<file path="src/rtl/dcs_pkg.sv">
package dcs_pkg;
  localparam int BYTE_W = 8;

  typedef enum logic [1:0] {
    OP_IDLE  = 2'b00,
    OP_LOAD  = 2'b01,
    OP_SNAP  = 2'b10,
    OP_SPARE = 2'b11
  } cmd_op_e;

  typedef struct packed {
    logic do_load;
    logic do_snap;
    logic target;
  } cmd_t;

  // Command byte layout: bit 0 = counter select, bits 2:1 = opcode.
  function automatic cmd_t decode_cmd(input logic [BYTE_W-1:0] b);
    cmd_t    c;
    cmd_op_e op;
    op        = cmd_op_e'(b[2:1]);
    c.target  = b[0];
    c.do_load = (op == OP_LOAD);
    c.do_snap = (op == OP_SNAP);
    return c;
  endfunction
endpackage

</file>
<file path="src/rtl/dcs_regif.sv">
module dcs_regif
  import dcs_pkg::*;
#(
  parameter int ADDR_W   = 4,
  parameter int BASE_OFF = 12,
  parameter int NUM_STG  = 3
) (
  input  logic                      clk,
  input  logic                      rst_n,
  input  logic                      page_sel,
  input  logic [ADDR_W-1:0]         addr,
  input  logic                      wr_en,
  input  logic [BYTE_W-1:0]         wr_data,
  output logic [NUM_STG*BYTE_W-1:0] stage,
  output logic [1:0]                load_str,
  output logic [1:0]                snap_str
);
  localparam int CMD_OFF = BASE_OFF + NUM_STG;

  logic page_wr;
  logic cmd_hit;
  cmd_t cmd;

  assign page_wr = wr_en && !page_sel;
  assign cmd_hit = page_wr && (addr == ADDR_W'(CMD_OFF));
  assign cmd     = decode_cmd(wr_data);

  for (genvar g = 0; g < NUM_STG; g++) begin : g_stage
    logic byte_hit;
    assign byte_hit = page_wr && (addr == ADDR_W'(BASE_OFF + g));
    always_ff @(posedge clk) begin
      if (!rst_n)        stage[g*BYTE_W +: BYTE_W] <= '0;
      else if (byte_hit) stage[g*BYTE_W +: BYTE_W] <= wr_data;
    end
  end

  always_comb begin
    load_str = 2'b00;
    snap_str = 2'b00;
    if (cmd_hit) begin
      load_str[cmd.target] = cmd.do_load;
      snap_str[cmd.target] = cmd.do_snap;
    end
  end

  // off-page writes leave staging untouched
  assert_page_block_R10: assert property (@(posedge clk) disable iff (!rst_n)
    page_sel |=> $stable(stage));
endmodule

</file>
<file path="src/rtl/dcs_down.sv">
module dcs_down #(
  parameter int W = 16
) (
  input  logic         clk,
  input  logic         rst_n,
  input  logic         en,
  input  logic         load,
  input  logic [W-1:0] load_val,
  output logic [W-1:0] count
);
  function automatic logic [W-1:0] dec_wrap(input logic [W-1:0] v);
    return v - W'(1);
  endfunction

  always_ff @(posedge clk) begin
    if (!rst_n)    count <= '0;
    else if (load) count <= load_val;
    else if (en)   count <= dec_wrap(count);
  end

  // preload wins over enable
  assert_load_value_R9: assert property (@(posedge clk) disable iff (!rst_n)
    load |=> count == $past(load_val));
  // decrement with wrap
  assert_dec_wrap_R8: assert property (@(posedge clk) disable iff (!rst_n)
    (en && !load) |=> count == $past(count) - W'(1));
  // no change without preload or enable
  assert_hold_R2: assert property (@(posedge clk) disable iff (!rst_n)
    (!en && !load) |=> $stable(count));
endmodule

</file>
<file path="src/rtl/dcs_snap.sv">
module dcs_snap
  import dcs_pkg::*;
#(
  parameter int W0       = 24,
  parameter int W1       = 16,
  parameter int ADDR_W   = 4,
  parameter int BASE_OFF = 12
) (
  input  logic              clk,
  input  logic              rst_n,
  input  logic [1:0]        snap_str,
  input  logic [W0-1:0]     count0,
  input  logic [W1-1:0]     count1,
  input  logic              page_sel,
  input  logic [ADDR_W-1:0] addr,
  output logic [BYTE_W-1:0] rd_data
);
  localparam int NB0 = W0 / BYTE_W;
  localparam int NB1 = W1 / BYTE_W;

  logic [W0-1:0] snap0;
  logic [W1-1:0] snap1;
  logic          last_sel;
  logic [W0-1:0] sel_bus;

  always_ff @(posedge clk) begin
    if (!rst_n) begin
      snap0    <= '0;
      snap1    <= '0;
      last_sel <= 1'b0;
    end else begin
      if (snap_str[0]) snap0 <= count0;
      if (snap_str[1]) snap1 <= count1;
      if (snap_str[0])      last_sel <= 1'b0;
      else if (snap_str[1]) last_sel <= 1'b1;
    end
  end

  assign sel_bus = last_sel ? W0'(snap1) : snap0;

  always_comb begin
    rd_data = '0;
    if (!page_sel) begin
      for (int k = 0; k < NB0; k++) begin
        if (addr == ADDR_W'(BASE_OFF + k)) begin
          if (k < NB1) rd_data = sel_bus[k*BYTE_W +: BYTE_W];
          else         rd_data = snap0[k*BYTE_W +: BYTE_W];
        end
      end
    end
  end

  // snapshot captures the pre-edge count, and holds otherwise
  assert_snap_capture_R6: assert property (@(posedge clk) disable iff (!rst_n)
    snap_str[0] |=> snap0 == $past(count0));
  assert_snap_hold_R6: assert property (@(posedge clk) disable iff (!rst_n)
    !snap_str[1] |=> $stable(snap1));
endmodule

</file>
<file path="src/rtl/dual_cnt_snap.sv">
module dual_cnt_snap
  import dcs_pkg::*;
#(
  parameter int CNT0_W   = 24,
  parameter int CNT1_W   = 16,
  parameter int ADDR_W   = 4,
  parameter int BASE_OFF = 12
) (
  input  logic              clk,
  input  logic              rst_n,
  input  logic              page_sel,
  input  logic [ADDR_W-1:0] addr,
  input  logic              wr_en,
  input  logic [7:0]        wr_data,
  output logic [7:0]        rd_data,
  input  logic [1:0]        cnt_en
);
  localparam int NUM_STG = CNT0_W / BYTE_W;

  logic [NUM_STG*BYTE_W-1:0] stage;
  logic [1:0]                load_str;
  logic [1:0]                snap_str;
  logic [CNT0_W-1:0]         cnt_bus [2];

  dcs_regif #(.ADDR_W(ADDR_W), .BASE_OFF(BASE_OFF), .NUM_STG(NUM_STG)) u_regif (
    .clk(clk), .rst_n(rst_n), .page_sel(page_sel), .addr(addr),
    .wr_en(wr_en), .wr_data(wr_data), .stage(stage),
    .load_str(load_str), .snap_str(snap_str)
  );

  for (genvar i = 0; i < 2; i++) begin : g_cnt
    localparam int WI = (i == 0) ? CNT0_W : CNT1_W;
    logic [WI-1:0] cnt_w;
    dcs_down #(.W(WI)) u_down (
      .clk(clk), .rst_n(rst_n), .en(cnt_en[i]), .load(load_str[i]),
      .load_val(stage[WI-1:0]), .count(cnt_w)
    );
    assign cnt_bus[i] = CNT0_W'(cnt_w);
  end

  dcs_snap #(.W0(CNT0_W), .W1(CNT1_W), .ADDR_W(ADDR_W), .BASE_OFF(BASE_OFF)) u_snap (
    .clk(clk), .rst_n(rst_n), .snap_str(snap_str),
    .count0(cnt_bus[0]), .count1(cnt_bus[1][CNT1_W-1:0]),
    .page_sel(page_sel), .addr(addr), .rd_data(rd_data)
  );

  // one command strobe at most per write
  assert_one_cmd_R3: assert property (@(posedge clk) disable iff (!rst_n)
    !wr_en |-> (load_str == 2'b00 && snap_str == 2'b00));
endmodule

</file>
<file path="config.mk">
export PLATFORM = sky130hd
export DESIGN_NAME = dual_cnt_snap
export DESIGN_NICKNAME = d
export VERILOG_FILES = /design/src/rtl/dcs_pkg.sv /design/src/rtl/dcs_regif.sv /design/src/rtl/dcs_down.sv /design/src/rtl/dcs_snap.sv /design/src/rtl/dual_cnt_snap.sv
export SDC_FILE = /design/constraint.sdc
export NUM_CORES = 1
export LEC_CHECK = 0
export CORE_ASPECT_RATIO = 0.75
export CORE_UTILIZATION = 54
export CTS_CLUSTER_SIZE = 8
export DETAILED_ROUTE_END_ITERATION = 8
export GPL_TIMING_DRIVEN = 1
export PLACE_DENSITY_LB_ADDON = 0.15
export SLEW_MARGIN = 20
export SYNTH_ARGS = -nofsm -noshare
export SYNTH_HDL_FRONTEND = slang
export SYNTH_SLANG_ARGS = --single-unit
</file>
<file path="constraint.sdc">
create_clock -name clk -period 1.8 [get_ports clk]
set_input_delay 0.36 -clock clk [delete_from_list [all_inputs] [get_ports clk]]
set_output_delay 0.36 -clock clk [all_outputs]
set_load 0.05 [all_outputs]
</file>
==> metrics.yaml, run 1 <==
synthAdderAreaFrac_pct: 0.512
pin_count: 26
yosys.area.top_type_share_pct: 43.0
cts_tree: "built"
clk_pin_slew_ns: 0.07
drc: 1
dp_hpwl_um: 10300
synth_edf_count: 0
layout_common_cells: "102 x dfxtp_1, 97 x nand2_1, 69 x buf_4"
worstPathArrival_ns: 1.66
fin_setup_tns_ns: -1.67
ys_top_cells_by_area: "dfxtp_1 43%, nand2_1 7.5%, a21oi_1 6.5%, mux2i_1 5.1%, mux2_2 3.7%"
area_growth_pct: 34.8
grtUsageTotal_pct: 32.5
irDropWorstVdd_v: 0.000833
power_frac_comb_pct: 26.2
layout-drive-gt1-share_pct: 26.1
hold_viol: 0
startpoint_type: "flop"
synth_top_area_cell: "dfxtp_1"
synth_cells: 575
vias: 4698
netlist_area_um2: 4890
max_freq_ghz: 0.494
netSwitchingPower_w: 0.00196
final_nets: 674
seqPwrFrac_pct: 40.2
total_power_w: 0.00677
core-area_um2: 8600
cp_max_fo: 6
finalCritPeriodShare_pct: 112
antenna_found_initial: 0
clk_path_buf_depth: 2
synth_fp_nets: 595
dp_cells: 735
violations: "design-rule violations, negative setup slack"
layout_setup_ws_ns: -0.223
synth_top_family_by_area: "simple AND/OR/NAND/NOR gates"
yosys.area_share.xor_xnor_pct: 3.76
fp.dieW_um: 112
synth_top_flop_cell: "dfxtp_1"
pre_cts_slack_ns: -0.494
num_antenna_cells: 0
die_h_um: 84.4
synth_simple_gate_area_share_pct: 23.0
fillCellCount: 613
worstSetupPathType: "reg -> out"
ys_types: 53
fin_cells: 767
finalCriticalPeriod_ns: 2.02
regArea_um2: 2110
worst_hold_slack_ns: 0.456
cp_data_required_time_ns: 1.44
std_cell_rows: 29
avgSynthCellArea_um2: 8.50
power_frac_clock_pct: 33.6
relSlewSlack_pct: 71.6
grt_start_max_net_pins: 48
muxShareOfSynthArea_pct: 8.81
cts-root-buf: "clkbuf_16"
cts_hold_buf: 0
grt-ovfl-total: 0
endpoint_kind: "output port"
io_buffers: 25
grt_pass1_vias: 4385
setup_viol: 9
drv_cap: 0
start_util_pct: 56.8
synthArstFlopShare_pct: 0
fin_skew_ns: 0.00387
drtIter0Drc: 506
rsz0062_at_grt: "true"
leakagePower_nw: 2.50
sw_frac_of_total_pct: 29.0
outcome: "finished with violations"
synth-compound-area-share_pct: 16.4
drv_slew: 0
first_pass_iters: 7
ys_seq_area_share_pct: 43.0
dieArea_um2: 9440
synth_seq_cells: 105
multiInputGateArea_um2: 2820
vias_per_cell: 6.13
grt_pass1_wl_um: 23300
avgRoutedWirePerCell_um: 19.4
htree_levels: 3
ant_nets: 0
yosys_warnings: 0
mostFrequentLayoutCell: "dfxtp_1"
cts_num_sinks: 105
wirelength_um: 14900
power.internal_w: 0.00481
worstHoldPathType: "reg -> reg"
numCtsBuffers: 9
insertion_delay_ns: 0.34
worstMarginPinSlew_ns: 0.425
p_per_area_nw_per_um2: 1030
gp_congestion: 0.890
[Yosys cell counts (all sizes together), types with 10 or more instances]
| library cell | instances |
|---|---|
| a21oi | 63 |
| a31oi | 14 |
| buf | 12 |
| clkbuf | 32 |
| dfxtp | 105 |
| mux2 | 16 |
| mux2i | 25 |
| nand2 | 98 |
| nor2 | 41 |
| nor3 | 13 |
| o21ai | 30 |
| or3 | 10 |
| or4 | 11 |
| xnor2 | 12 |
[final timing paths]
kind / from / endpoint / slack [ns] / cells past startpoint
worst min register to register: u_snap.snap1[3]$_SDFFE_PN0P_ / u_snap.snap1[3]$_SDFFE_PN0P_ / 0.46 / 2
worst max-delay path: u_snap.last_sel$_SDFFE_PP0P_ / rd_data[1] / -0.22 / 5
worst max register to register: g_cnt[0].u_down.count[21]$_SDFFE_PN0P_ / g_cnt[0].u_down.count[23]$_SDFFE_PN0P_ / -0.05 / 4
worst min-delay path: u_snap.snap1[3]$_SDFFE_PN0P_ / u_snap.snap1[3]$_SDFFE_PN0P_ / 0.46 / 2
[routing by layer]
metal	part of all wire (%)	up-vias	global-route usage, %
li1	-	2213	-
met4	2.6	0	11.2
met1	44	2231	43.2
met5	0	-	0
met2	45	212	51.1
met3	9.0	42	8.95
[power groups by stage]
| stage | clock network, W | logic (W) | registers, W |
|---|---|---|---|
| floorplan | 0 | 0.000857 | 0.00269 |
| global placement | 0 | 0.00128 | 0.00273 |
| detailed placement | 0 | 0.00133 | 0.00274 |
| CTS | 0.00229 | 0.00153 | 0.00269 |
| global route | 0.00240 | 0.00190 | 0.00274 |
| finish | 0.00227 | 0.00178 | 0.00272 |
[final cells by class]
class	instances	area share, %
inverters	6	0.342
clock inverters	4	1.50
multi-input cells	421	42.8
well taps	108	2.05
flip-flops and latches	105	32.1
clock buffers	12	3.89
repair buffers	111	17.3
[cells by family after synthesis]
group           Yosys count
fa+ha+maj                 2
xor+xnor                 21
mux                      41
buf+inv                  50
compound gates          139
simple gates            217
flops                   105
[critical path, cell delays in order, from the launching register on]
cell and delay, ns:
dfxtp_4 0.41, buf_16 0.13, mux2_4 0.31, a22oi_2 0.23, a21oi_4 0.09, buf_12 0.15
[registers in the layout, indices dropped and copies added (netlist names)]
name,cells
g_cnt.u_down.count,40
u_regif.stage,24
u_snap.snap0,24
u_snap.snap1,16
u_snap.last_sel,1
[repair_timing]
action	in CTS	in global routing
buffers inserted	6	7
resized for setup	41	25
pin swaps	20	16
gates cloned	4	0
endpoints found under the hold margin	0	0
endpoints found under the setup margin	14	38
[per-stage QoR]
step,util [%],cell area [um^2]
finish,76.6,6590
global route,76.6,6590
CTS,75.1,6460
detailed placement,68.5,5890
global placement,68.5,5890
floorplan,-,4950
Note: power is estimated with default switching activity, not from simulation.
==> run 2, diff against run 1 <==
Settings changed: SLEW_MARGIN 20 to 15.
==> results of run 2 <==
The final DEF is identical to that of run 1; final timing and power are the same.
